File: config.mk
export PLATFORM = sky130hd
export DESIGN_NAME = cfg_image_loader
export DESIGN_NICKNAME = d
export VERILOG_FILES = /design/src/rtl/cfg_image_loader.sv
export SDC_FILE = /design/constraint.sdc
export NUM_CORES = 1
export LEC_CHECK = 0
export ABC_AREA = 1
export BUFFER_PORTS_ARGS = -buffer_cell sky130_fd_sc_hd__clkbuf_2
export CAP_MARGIN = 30
export CORE_MARGIN = 4
export CORE_UTILIZATION = 50
export DETAILED_ROUTE_END_ITERATION = 10
export PLACE_DENSITY = 0.73
export SETUP_SLACK_MARGIN = 0.05
export SLEW_MARGIN = 20
export SYNTH_ARGS = -nofsm -noshare
export SYNTH_HDL_FRONTEND = slang
export SYNTH_SLANG_ARGS = --single-unit
File: constraint.sdc
create_clock -name clk -period 4.1 [get_ports clk]
set_clock_uncertainty 0.05 [all_clocks]
set_input_delay 0.205 -clock clk [delete_from_list [all_inputs] [get_ports clk]]
set_output_delay 0.205 -clock clk [all_outputs]
set_load 0.01 [all_outputs]
File: src/rtl/cfg_image_loader.sv
module cfg_image_loader #(
  parameter int AW     = 16,
  parameter int SETTLE = 1000
) (
  input  logic          clk,
  input  logic          rst_n,
  input  logic          start,
  input  logic [AW-1:0] image_size,
  output logic          mem_rd,
  output logic [AW-1:0] mem_addr,
  input  logic [7:0]    mem_rdata,
  output logic          cfg_wr,
  output logic [7:0]    cfg_data,
  output logic          tgt_reset,
  input  logic [7:0]    irq_status,
  output logic          irq_ctrl_wr,
  output logic [7:0]    irq_ctrl_data,
  output logic          busy,
  output logic          done,
  output logic          fail
);
  localparam int         HDR     = 16;
  localparam int         NPAD    = 5;
  localparam int         ERR_BIT = 5;
  localparam logic [7:0] IE_CODE = 8'h43;
  localparam int         WW      = $clog2(SETTLE + 1);

  typedef enum logic [3:0] {
    S_IDLE, S_IEOFF, S_RST, S_W1, S_ZB, S_W2, S_HRD, S_HCAP,
    S_LCHK, S_PRD, S_PWR, S_PAD, S_STAT, S_W3, S_IEON
  } st_t;

  st_t           st;
  logic [WW-1:0] wcnt;
  logic [AW-1:0] ptr;
  logic [31:0]   len, rem;
  logic [1:0]    hcnt;
  logic [2:0]    pcnt;
  logic          wait_end;

  assign wait_end      = (wcnt == WW'(SETTLE - 1));
  assign busy          = (st != S_IDLE);
  assign tgt_reset     = (st == S_RST);
  assign irq_ctrl_wr   = (st == S_IEOFF) || (st == S_IEON);
  assign irq_ctrl_data = (st == S_IEON) ? IE_CODE : 8'h00;
  assign cfg_wr        = (st == S_ZB) || (st == S_PWR) || (st == S_PAD);
  assign cfg_data      = (st == S_PWR) ? mem_rdata : 8'h00;
  assign mem_rd        = (st == S_HRD) || (st == S_PRD);
  assign mem_addr      = (st == S_HRD) ? AW'(hcnt) : ptr;

  always_ff @(posedge clk) begin
    if (!rst_n) begin
      st   <= S_IDLE;
      wcnt <= '0;
      ptr  <= '0;
      len  <= '0;
      rem  <= '0;
      hcnt <= '0;
      pcnt <= '0;
      done <= 1'b0;
      fail <= 1'b0;
    end else begin
      if (st == S_W1 || st == S_W2 || st == S_W3)
        wcnt <= wait_end ? '0 : wcnt + 1'b1;
      else
        wcnt <= '0;
      case (st)
        S_IDLE: if (start) begin
          done <= 1'b0;
          fail <= 1'b0;
          st   <= S_IEOFF;
        end
        S_IEOFF: if (image_size < AW'(HDR)) begin
          fail <= 1'b1;
          st   <= S_IDLE;
        end else st <= S_RST;
        S_RST: st <= S_W1;
        S_W1:  if (wait_end) st <= S_ZB;
        S_ZB:  st <= S_W2;
        S_W2:  if (wait_end) begin
          hcnt <= '0;
          len  <= '0;
          st   <= S_HRD;
        end
        S_HRD:  st <= S_HCAP;
        S_HCAP: begin
          len  <= {len[23:0], mem_rdata};
          hcnt <= hcnt + 1'b1;
          st   <= (hcnt == 2'd3) ? S_LCHK : S_HRD;
        end
        S_LCHK: if (({1'b0, len} + 33'(HDR)) > 33'(image_size)) begin
          fail <= 1'b1;
          st   <= S_IDLE;
        end else begin
          rem  <= len;
          ptr  <= AW'(HDR);
          pcnt <= '0;
          st   <= (len == 32'd0) ? S_PAD : S_PRD;
        end
        S_PRD: st <= S_PWR;
        S_PWR: begin
          ptr <= ptr + 1'b1;
          rem <= rem - 1'b1;
          st  <= (rem == 32'd1) ? S_PAD : S_PRD;
        end
        S_PAD: begin
          pcnt <= pcnt + 1'b1;
          if (pcnt == 3'(NPAD - 1)) st <= S_STAT;
        end
        S_STAT: if (irq_status[ERR_BIT]) begin
          fail <= 1'b1;
          st   <= S_IDLE;
        end else st <= S_W3;
        S_W3:   if (wait_end) st <= S_IEON;
        S_IEON: begin
          done <= 1'b1;
          st   <= S_IDLE;
        end
        default: st <= S_IDLE;
      endcase
    end
  end

  // the first cycle of every load masks the interrupt control
  assert_first_mask_R1: assert property (@(posedge clk) disable iff (!rst_n)
    $rose(busy) |-> (irq_ctrl_wr && irq_ctrl_data == 8'h00));

  // the settle delay follows the reset strobe, not a port write
  assert_settle_after_reset_R2: assert property (@(posedge clk) disable iff (!rst_n)
    tgt_reset |=> !cfg_wr);

  // reads never go past the image (image_size held during a load)
  assert_read_in_image_R7: assert property (@(posedge clk) disable iff (!rst_n)
    mem_rd |-> (mem_addr < image_size));

  // the enable write completes a successful load
  assert_enable_then_done_R9: assert property (@(posedge clk) disable iff (!rst_n)
    (irq_ctrl_wr && irq_ctrl_data == IE_CODE) |=> (done && !fail && !busy));

  // the two result flags are never both set
  assert_result_exclusive_R11: assert property (@(posedge clk) disable iff (!rst_n)
    !(done && fail));

  // an idle controller drives no port strobe
  assert_idle_quiet_R12: assert property (@(posedge clk) disable iff (!rst_n)
    !busy |-> !(cfg_wr || mem_rd || tgt_reset || irq_ctrl_wr));
endmodule

==> metrics.yaml <==
setup_viol: 0
worst_hold_path_type: "input port to flip-flop"
cp-end-kind: "flip-flop"
synth_flop_cell: "sky130_fd_sc_hd__dfxtp_1"
route.final.wire_length_um: 17670
fraction_of_final_layout_cells_sized_beyond_drive_strength_1: 0.1040
finalCriticalPeriod_ns: 3.582
rsz0062_at_grt: "false"
start_kind: "flip-flop"
number_of_antenna_violations_at_the_first_check_in_global_routing: 0
post_layout_utilization_of_the_core: 0.5644
grt_start_max_net_pins: 55
initial_utilization: 0.5086
hold_fix_buffers_at_cts: 0
drv_slew: 0
fraction_of_registers_with_async_set_or_reset_after_synthesis: 0
n_fill_cell: 1371
fp.dieW_um: 123.8
grt-ovfl-total: 0
p_leak_nw: 3.362
final_min_period_over_clock_period: 0.8736
drt-initial-drc-count: 648
synth_seq_cells: 101
power_density_over_the_cells_nw_per_um2: 280.1
crit_buf_inv: 3
worstPathRequired_ns: 4.34
wl_per_cell_um: 13.57
io_pins: 74
synth-warning-count: 0
worst_slew_pin_slew_ns: 0.9221
cts_setup_buffers: 0
synth_area_um2: 6709
synth_edf_count: 0
vias_cell: 5.267
clk_pin_slew_worst_paths_ns: 0.07
max_freq_mhz: 279.2
detailed_place_hpwl_um: 12780
post-layout-total-power_mw: 2.085
hold_viol: 0
via_count_of_the_first_global_routing_pass: 6154
final_nets: 1180
numPortBuffers: 61
drt.antenna.violating_nets: 0
worst_path_largest_cell_delay_ns: 0.46
core_region_area_um2: 13190
grt_first_pass_wirelength_um: 28790
tritoncts: "done"
drt_first_pass_iters: 5
drcViolationCount: 0
cp_data_arrival_time_ns: 3.82
max-cap-violations: 0
slew_headroom: 0.3772
htreeDepth: 3
postSynthCellCount: 1073
clock-sinks: 101
area_delta_synth_final_pct: 10.97
buffer_type_at_the_clock_tree_root: "sky130_fd_sc_hd__clkbuf_16"
place.gp.congestion: 0.9543
outcome: "finished clean"
timing.critical_path.fanout_max: 24
cp_cell_sequence: "ha_1 -> inv_1 -> nor2_1 -> nand2_1 -> xor2_1 -> ha_1 -> nand2_1 -> nor2_1 -> inv_1 -> nor2_1 -> nand2_1 -> nand2_1 -> nand2_1 -> nand2_1 -> nand2_1 -> nand2_1 -> nand2_1 -> nand4_4 -> nand2_4 -> inv_2 -> nand2_1 -> a21oi_1"
critical_path.top_delay_family: "simple AND/OR/NAND/NOR gates"
route.vias.total: 6857
die_area_um2: 15340
max-clock-path-buffers: 2
worstSetupPathType: "flip-flop to flip-flop"
crit_path_frequent_cell: "sky130_fd_sc_hd__nand2_1"
finalSetupTns_ns: 0
row_count: 42
critical-path-slowest-cell: "sky130_fd_sc_hd__inv_2"
netlist-cell-type-count: 44
track_usage: 0.2343
post_cts_resize_count: 0
vdd_ir_drop_max_mv: 0.2040
synth_sequential_area_ratio: 0.3014
clock_latency_ns: 0.36
total_cts_buffers: 9
syn-mean-instance-area_um2: 6.253
die_h_um: 123.8
## worst min-delay path, delay by kind of cell
| family | cells | cell delay (ns) |
|---|---|---|
| simple gates | 3 | 0.15 |
| buf+inv | 1 | 0.09 |
## layout by cell type (no fill, tap or decap), drive strengths merged, types with 25 or more instances in the layout
| master | count |
|---|---|
| a21oi | 77 |
| nor2 | 193 |
| clkbuf | 71 |
| nand2 | 179 |
| ha | 25 |
| o22ai | 36 |
| inv | 201 |
| o21ai | 45 |
| nand4 | 32 |
| nand3 | 64 |
| dfxtp | 101 |
## routing by layer
| layer | up-vias | track usage | wire (µm) | share of wire |
|---|---|---|---|---|
| li1 | 3534 | - | - | - |
| met1 | 3128 | 0.2979 | 8139 | 0.46 |
| met2 | 161 | 0.3961 | 8350 | 0.47 |
| met3 | 34 | 0.04768 | 789 | 0.045 |
| met4 | 0 | 0.07820 | 393 | 0.022 |
| met5 | - | 0 | 0 | 0 |
## where the power goes
part / switching, mW / internal, mW
clock: 0.410 / 0.481
sequential: 0.0119 / 0.991
combinational: 0.127 / 0.0650
total: 0.548 / 1.54
## kinds of logic (layout without fill, tap and decap cells)
family | count (synthesis) | count (layout) | synth area share
other | 1 | 6 | 0.0005590
flip-flops | 101 | 101 | 0.3014
AO/OA/AOI/OAI | 173 | 173 | 0.1432
AND/OR/NAND/NOR | 514 | 514 | 0.3374
XOR/XNOR | 22 | 22 | 0.02872
buffers and inverters | 236 | 284 | 0.1404
multiplexers | 1 | 1 | 0.001678
adder cells (fa/ha/maj) | 25 | 25 | 0.04662
## registers in the layout, summed over array words and instances, names as in the netlist
register / count
st: 4
pcnt: 3
hcnt: 2
ptr: 16
len: 32
fail: 1
rem: 32
wcnt: 10
done: 1
## cell usage after synthesis (all sizes together) (2+ instances only)
cell type  count  share of area
nor2         193           0.11
o21ai         45          0.034
a211oi         4         0.0045
nand3b         5         0.0056
nand3         64          0.048
nand2        179           0.10
inv          199           0.11
or2            9         0.0084
ha            25          0.047
nand4         32          0.032
a31oi          3         0.0028
xnor2          2         0.0026
o41ai          2         0.0037
nor3b          3         0.0034
o211ai         2         0.0022
clkbuf        22          0.012
o22ai         36          0.034
dfxtp        101           0.30
nor4           9         0.0084
buf           14          0.016
xor2          20          0.026
and2           3         0.0028
a21oi         77          0.058
nor3          17          0.013
## worst paths after layout
path                               from      end  slack [ns]  depth (start not counted)
worst min-delay path              start     fail        0.08                          4
worst max-delay path             len[4]  rem[30]        0.52                         22
worst max register to register   len[4]  rem[30]        0.52                         22
worst min register to register  wcnt[0]  wcnt[0]        0.40                          1
## through the flow
step | hold WS, ns | instances | setup slack [ns] | instance area, µm²
floorplan | 0.3339 | 1077 | 1.387 | 6724
global placement | 0.3824 | 1284 | 0.6804 | 7114
detailed placement | 0.3972 | 1284 | 0.6003 | 7114
CTS | 0.07285 | 1300 | 0.5803 | 7415
global route | 0.1058 | 1301 | 0.1316 | 7442
finish | 0.08477 | 1302 | 0.5184 | 7445
## layout make-up
class,instances,area [µm²],area share
antenna,1,2.502,0.0003361
clock buffer,10,229.0,0.03076
clock inverter,6,71.32,0.009580
inverter,200,750.7,0.1008
multi-input combinational,740,3771,0.5066
sequential,101,2022,0.2716
tap,176,220.2,0.02958
timing repair buffer,68,377.9,0.05076
No activity file was read; power rests on OpenSTA's default activity.
